[config.mk]
export PLATFORM = sky130hd
export DESIGN_NAME = irq_latch_ctrl
export DESIGN_NICKNAME = d
export VERILOG_FILES = /design/src/rtl/irq_latch_pkg.sv /design/src/rtl/irq_edge_latch.sv /design/src/rtl/irq_mask_reg.sv /design/src/rtl/irq_latch_ctrl.sv
export SDC_FILE = /design/constraint.sdc
export NUM_CORES = 1
export LEC_CHECK = 0
export ABC_AREA = 1
export CAP_MARGIN = 30
export CELL_PAD_IN_SITES_DETAIL_PLACEMENT = 0
export CELL_PAD_IN_SITES_GLOBAL_PLACEMENT = 1
export CORE_MARGIN = 10
export CORE_UTILIZATION = 40
export CTS_BUF_LIST = sky130_fd_sc_hd__clkbuf_2 sky130_fd_sc_hd__clkbuf_4 sky130_fd_sc_hd__clkbuf_8
export CTS_CLUSTER_SIZE = 30
export DETAILED_ROUTE_END_ITERATION = 8
export HOLD_SLACK_MARGIN = 0.08
export PLACE_DENSITY_LB_ADDON = 0.08
export REMOVE_ABC_BUFFERS = 1
export SLEW_MARGIN = 20
export SYNTH_ARGS = -nofsm -noshare
export SYNTH_HDL_FRONTEND = slang
export SYNTH_SLANG_ARGS = --single-unit
[constraint.sdc]
create_clock -name clk -period 1.3 [get_ports clk]
set_clock_uncertainty 0.05 [all_clocks]
set_input_delay 0.195 -clock clk [delete_from_list [all_inputs] [get_ports clk]]
set_output_delay 0.195 -clock clk [all_outputs]
set_load 0.01 [all_outputs]
[src/rtl/irq_latch_pkg.sv]
package irq_latch_pkg;
  localparam int DATA_W = 8;
  localparam logic [7:0] ADR_MASK_LO = 8'h0A;
  localparam logic [7:0] ADR_MASK_HI = 8'h0B;
  localparam logic [7:0] ADR_STAT_LO = 8'h0C;
  localparam logic [7:0] ADR_STAT_HI = 8'h0D;
  localparam logic [7:0] ADR_LAT_LO  = 8'h0E;
  localparam logic [7:0] ADR_LAT_HI  = 8'h0F;

  typedef enum logic [2:0] {
    SEL_NONE, SEL_MASK_LO, SEL_MASK_HI, SEL_STAT_LO,
    SEL_STAT_HI, SEL_LAT_LO, SEL_LAT_HI
  } reg_sel_e;
endpackage

[src/rtl/irq_edge_latch.sv]
module irq_edge_latch #(
  parameter int W = 8
) (
  input  logic         clk,
  input  logic         rst_n,
  input  logic [W-1:0] evt_i,
  input  logic         clr_i,
  output logic [W-1:0] level_o,
  output logic [W-1:0] rise_o,
  output logic [W-1:0] latch_o
);
  logic [W-1:0] lvl_q;
  logic [W-1:0] lat_q;

  for (genvar k = 0; k < W; k++) begin : g_bit
    assign rise_o[k] = evt_i[k] & ~lvl_q[k];
    always_ff @(posedge clk or negedge rst_n) begin
      if (!rst_n) begin
        lvl_q[k] <= 1'b0;
        lat_q[k] <= 1'b0;
      end else begin
        lvl_q[k] <= evt_i[k];
        // a fresh edge outranks the read-clear
        lat_q[k] <= (lat_q[k] & ~clr_i) | rise_o[k];
      end
    end
  end

  assign level_o = lvl_q;
  assign latch_o = lat_q;
endmodule

[src/rtl/irq_mask_reg.sv]
module irq_mask_reg #(
  parameter int          W     = 8,
  parameter logic [W-1:0] WMASK = '1
) (
  input  logic         clk,
  input  logic         rst_n,
  input  logic         we_i,
  input  logic [W-1:0] wdata_i,
  output logic [W-1:0] mask_o
);
  logic [W-1:0] m_q;
  always_ff @(posedge clk or negedge rst_n) begin
    if (!rst_n)    m_q <= WMASK;
    else if (we_i) m_q <= wdata_i & WMASK;
  end
  assign mask_o = m_q;
endmodule

[src/rtl/irq_latch_ctrl.sv]
module irq_latch_ctrl
  import irq_latch_pkg::*;
#(
  parameter int          HI_SRC  = 3,
  parameter logic [7:0]  LO_SHOW = 8'hEC
) (
  input  logic              clk,
  input  logic              rst_n,
  input  logic [7:0]        evt_lo_i,
  input  logic [HI_SRC-1:0] evt_hi_i,
  input  logic              hostdet_pwr_i,
  input  logic              acc_valid_i,
  input  logic              acc_write_i,
  input  logic [7:0]        acc_addr_i,
  input  logic [7:0]        acc_wdata_i,
  output logic              rd_valid_o,
  output logic [7:0]        rd_data_o,
  output logic              irq_n_o
);
  localparam int PAD_W = DATA_W - 1 - HI_SRC;
  localparam logic [DATA_W-1:0] HI_WMASK = {1'b1, {PAD_W{1'b0}}, {HI_SRC{1'b1}}};

  reg_sel_e sel;
  logic     rd_req, wr_req;

  always_comb begin
    unique case (acc_addr_i)
      ADR_MASK_LO: sel = SEL_MASK_LO;
      ADR_MASK_HI: sel = SEL_MASK_HI;
      ADR_STAT_LO: sel = SEL_STAT_LO;
      ADR_STAT_HI: sel = SEL_STAT_HI;
      ADR_LAT_LO:  sel = SEL_LAT_LO;
      ADR_LAT_HI:  sel = SEL_LAT_HI;
      default:     sel = SEL_NONE;
    endcase
  end

  assign rd_req = acc_valid_i & ~acc_write_i;
  assign wr_req = acc_valid_i &  acc_write_i;

  logic clr_lo, clr_hi;
  assign clr_lo = rd_req && (sel == SEL_LAT_LO);
  assign clr_hi = rd_req && (sel == SEL_LAT_HI);

  logic [7:0]        lvl_lo, rise_lo, lat_lo;
  logic [HI_SRC-1:0] lvl_hi, rise_hi, lat_hi;
  logic [0:0]        lvl_pw, rise_pw, lat_pw;

  irq_edge_latch #(.W(8)) u_lo (
    .clk(clk), .rst_n(rst_n), .evt_i(evt_lo_i), .clr_i(clr_lo),
    .level_o(lvl_lo), .rise_o(rise_lo), .latch_o(lat_lo));

  irq_edge_latch #(.W(HI_SRC)) u_hi (
    .clk(clk), .rst_n(rst_n), .evt_i(evt_hi_i), .clr_i(clr_hi),
    .level_o(lvl_hi), .rise_o(rise_hi), .latch_o(lat_hi));

  irq_edge_latch #(.W(1)) u_pw (
    .clk(clk), .rst_n(rst_n), .evt_i(hostdet_pwr_i), .clr_i(clr_hi),
    .level_o(lvl_pw), .rise_o(rise_pw), .latch_o(lat_pw));

  logic [DATA_W-1:0] mask_lo, mask_hi;

  irq_mask_reg #(.W(DATA_W), .WMASK('1)) u_mlo (
    .clk(clk), .rst_n(rst_n), .we_i(wr_req && (sel == SEL_MASK_LO)),
    .wdata_i(acc_wdata_i), .mask_o(mask_lo));

  irq_mask_reg #(.W(DATA_W), .WMASK(HI_WMASK)) u_mhi (
    .clk(clk), .rst_n(rst_n), .we_i(wr_req && (sel == SEL_MASK_HI)),
    .wdata_i(acc_wdata_i), .mask_o(mask_hi));

  // power-on flag: set by reset, dropped on the first high-latch read
  logic pon_q;
  always_ff @(posedge clk or negedge rst_n) begin
    if (!rst_n)      pon_q <= 1'b1;
    else if (clr_hi) pon_q <= 1'b0;
  end

  logic [DATA_W-1:0] lat_hi_word, stat_hi_word, stat_lo_word;
  always_comb begin
    lat_hi_word = '0;
    lat_hi_word[HI_SRC-1:0] = lat_hi;
    lat_hi_word[DATA_W-1]   = lat_pw[0];
    stat_hi_word = '0;
    stat_hi_word[HI_SRC-1:0] = lvl_hi;
    stat_hi_word[DATA_W-1]   = pon_q;
    stat_lo_word = lvl_lo & LO_SHOW;
  end

  logic [DATA_W-1:0] rd_mux;
  always_comb begin
    unique case (sel)
      SEL_MASK_LO: rd_mux = mask_lo;
      SEL_MASK_HI: rd_mux = mask_hi;
      SEL_STAT_LO: rd_mux = stat_lo_word;
      SEL_STAT_HI: rd_mux = stat_hi_word;
      SEL_LAT_LO:  rd_mux = lat_lo;
      SEL_LAT_HI:  rd_mux = lat_hi_word;
      default:     rd_mux = '0;
    endcase
  end

  always_ff @(posedge clk or negedge rst_n) begin
    if (!rst_n) begin
      rd_valid_o <= 1'b0;
      rd_data_o  <= '0;
    end else begin
      rd_valid_o <= rd_req;
      if (rd_req) rd_data_o <= rd_mux;
    end
  end

  assign irq_n_o = ~(|(lat_lo & ~mask_lo) | |(lat_hi_word & ~mask_hi));
endmodule

==> results of run 1 <==
[how the worst max path moves through the flow]
stage	from	endpoint	slack, ns	depth (start not counted)
3_5_place_dp	u_mhi.mask_o[7]	irq_n_o	-0.54	5
3_3_place_gp	u_mhi.mask_o[7]	irq_n_o	-0.56	5
6_report	u_mhi.mask_o[1]	irq_n_o	-0.42	5
4_1_cts	u_mlo.mask_o[1]	irq_n_o	-0.45	5
5_1_grt	u_mhi.mask_o[7]	irq_n_o	-0.48	5
2_1_floorplan	u_mlo.mask_o[1]	irq_n_o	0.04	4
[cell type report]
cell class                 count  area [µm²]  share of cell area
inverter                      43         166              0.0527
tap                           70        87.6              0.0277
sequential                    46        1170               0.370
clock inverter                 3        43.8              0.0139
timing repair buffer          86         751               0.238
multi-input combinational    149         872               0.276
clock buffer                   5        68.8              0.0218
[through the flow]
| step | setup TNS (ns) | area, µm² | instances | worst slack [ns] | utilization |
|---|---|---|---|---|---|
| floorplan | 0 | 2080 | 237 | 0.0367 | - |
| global placement | -13.15 | 2900 | 390 | -0.557 | 0.568 |
| detailed placement | -13.04 | 2900 | 390 | -0.542 | 0.568 |
| CTS | -0.446 | 3120 | 401 | -0.446 | 0.610 |
| global route | -0.481 | 3160 | 402 | -0.481 | 0.618 |
| finish | -0.423 | 3160 | 402 | -0.423 | 0.618 |
[worst register-to-register path, stage by stage (launching register included)]
cell and delay, ns:
dfstp_2 0.53, inv_1 0.05, buf_4 0.14, o21ai_1 0.14, inv_1 0.07, nand2_1 0.06, nand2_1 0.05, nand2_1 0.05
[what timing repair did]
item,CTS,global route
cloned,1,0
hold buffers,1,0
pin swaps,13,4
endpoints found under the hold margin,46,0
endpoints found under the setup margin,35,15
resized for setup,51,9
setup buffers,1,1
[Yosys cell counts, drive strengths merged, types with 2 or more instances]
master    n  area share
o2111ai   2      0.0083
o22ai     7       0.021
dfstp    13        0.16
nor2     17       0.046
dfrtp    33        0.39
buf       4       0.015
a21oi     7       0.025
inv      42       0.075
o211ai    2      0.0071
nand3    27       0.070
nand2    61        0.11
o21ai    23       0.060
[where the power goes]
part	switching (W)	internal (W)
sequential	0.0000180	0.00148
clock	0.000507	0.000577
combinational	0.000154	0.000157
[cells by family after synthesis]
kind of cell / after synthesis
compound gates: 41
simple gates: 107
buf+inv: 47
flops: 46
[metal layers]
metal / vias to the layer above / GRT usage / wire length (µm)
met2: 43 / 0.204 / 2370
met3: 8 / 0.0315 / 230
met5: - / 0 / 0
li1: 947 / - / -
met1: 845 / 0.181 / 2650
met4: 0 / 0.0386 / 99
[state kept, by name, indices dropped and copies added, names as in the netlist, 3 cells and up]
register,flops
rd_data_o,8
u_lo.latch_o,8
u_lo.level_o,8
u_mlo.mask_o,8
u_mhi.mask_o,4
u_hi.latch_o,3
u_hi.level_o,3
==> impl_metrics.csv, run 1 <==
group,metric,value,unit
routing,routed_wl,5.35,mm
sta,fin_ws,-0.423,ns
floorplan,io_pins,42,
cells_and_area,nNetsFinal,363,
worst_hold_path,hp-class,"in -> reg",
synthesis,synth-seq-cells,46,
cells_and_area,diodes,0,
critical_path,critical-path-top-delay-family,"flip-flops",
synthesis,yosys.area_share.xor_xnor,0,
global_route,grt_first_pass_wirelength,9.20,mm
critical_path,end_kind,"output port",
critical_path,worst-r2r-setup-slack,0.12,ns
sta,layout_min_cycle_time,1.72,ns
place,hpwl,4.02,mm
worst_hold_path,hold_depth,1,
cells_and_area,area_delta_synth_final,49.4,%
cts,cts_buffers,5,
sta,holdWs,0.297,ns
routing,ant_nets,0,
critical_path,path_buf_inv,2,
synthesis,yosysWarnings,0,
critical_path,crit-reg2reg-launch,"u_mlo.mask_o[2]",
cts,tritoncts,"done",
place,routabilityCongestion,0.811,
critical_path,cp_max_fo,2,
floorplan,core.rowCount,26,
pwr,peakVddDrop,0.482,mV
run,maxCapViolations,0,
outcome,status,"finished with violations",
outcome,violations,"negative setup slack",
sta,rsz0062_at_grt,"yes",
floorplan,coreArea,5110,µm²
global_route,overflow,0,
floorplan,die_w,92.7,µm
pwr,power_density,916,nW/µm²
global_route,antenna_found_initial,0,
critical_path,cpPeakStageDelay,0.54,ns
critical_path,reg2reg_to,"rd_data_o[2]",
critical_path,crit_type,"reg -> out",
floorplan,die_area,8590,µm²
sta,relSlewSlack,0.835,
global_route,grt_use_total,0.133,
place,port-buffer-count,41,
sta,fin_crit_sh,1.33,
synthesis,async_reset_ff_frac,1.00,
cts,clk_latency,0.30,ns
cts,cts_htree_levels,2,
synthesis,yosys_most_used_dff,"dfrtp_1",
critical_path,worstPathRequired,1.05,ns
sta,slew_viol_final,0,
sta,worst_pin_slew,0.247,ns
global_route,grt_pass1_vias,1918,
floorplan,die_y,92.7,µm
critical_path,worst_ep_arrival_time,1.48,ns
synthesis,yosysUniqueCellTypes,27,
cts,cts_root_buf,"clkbuf_8",
cts,clkTransAtPathRegs,0.09,ns
synthesis,synth_edf_count,0,
synthesis,synth_top_family_by_area,"simple AND/OR/NAND/NOR gates",
floorplan,start_util,0.414,
worst_hold_path,min_to,"u_lo.level_o[1]",
cells_and_area,mostFrequentLayoutCell,"nand2_1",
cells_and_area,fillers,474,
cts,cts_buffer_depth,2,
pwr,power_leakage,1.65,nW
critical_path,r2r_cells,7,
critical_path,critPathLaunchType,"flop",
global_route,grt_max_degree,47,
routing,dr.pass1.iters,4,
cells_and_area,drive_gt1_frac,0.328,
synthesis,syn_avg_cell_area,8.77,µm²
synthesis,netlist_area,2110,µm²
routing,num_vias,1843,
synthesis,synthAdderAreaFrac,0,
synthesis,yosys.area_share.simple,0.234,
routing,wl_per_cell,13.3,µm
synthesis,muxShareOfSynthArea,0,
routing,drc,0,
critical_path,cp_cell_sequence,"inv_1, nand2_1, o2111ai_2, nor3_1, buf_2",
sta,finalSetupViolCount,1,
pwr,finalPower,0.00289,W
cts,cts_sinks,46,
routing,vias_per_cell,4.58,
sta,max_freq,580,MHz
critical_path,crit_path_top_delay_cell,"dfstp_2",
sta,hold_violations,0,
synthesis,syn_inst,241,
worst_hold_path,hp-start,"evt_lo_i[1]",
synthesis,yosysSeqAreaShare,0.552,
synthesis,synth_compound_area_frac,0.121,
cells_and_area,final_cell_mix,"53 x nand2_1, 40 x inv_1, 39 x buf_4",
routing,drt_iter0_markers,50,
Note: power is estimated with default switching activity, not from simulation.
==> inputs of run 2 (changes only) <==
CAP_MARGIN = unset   (was 30)
CTS_CLUSTER_SIZE = 14   (was 30)
==> results of run 2 <==
The final DEF is identical to that of run 1; final timing and power are the same.
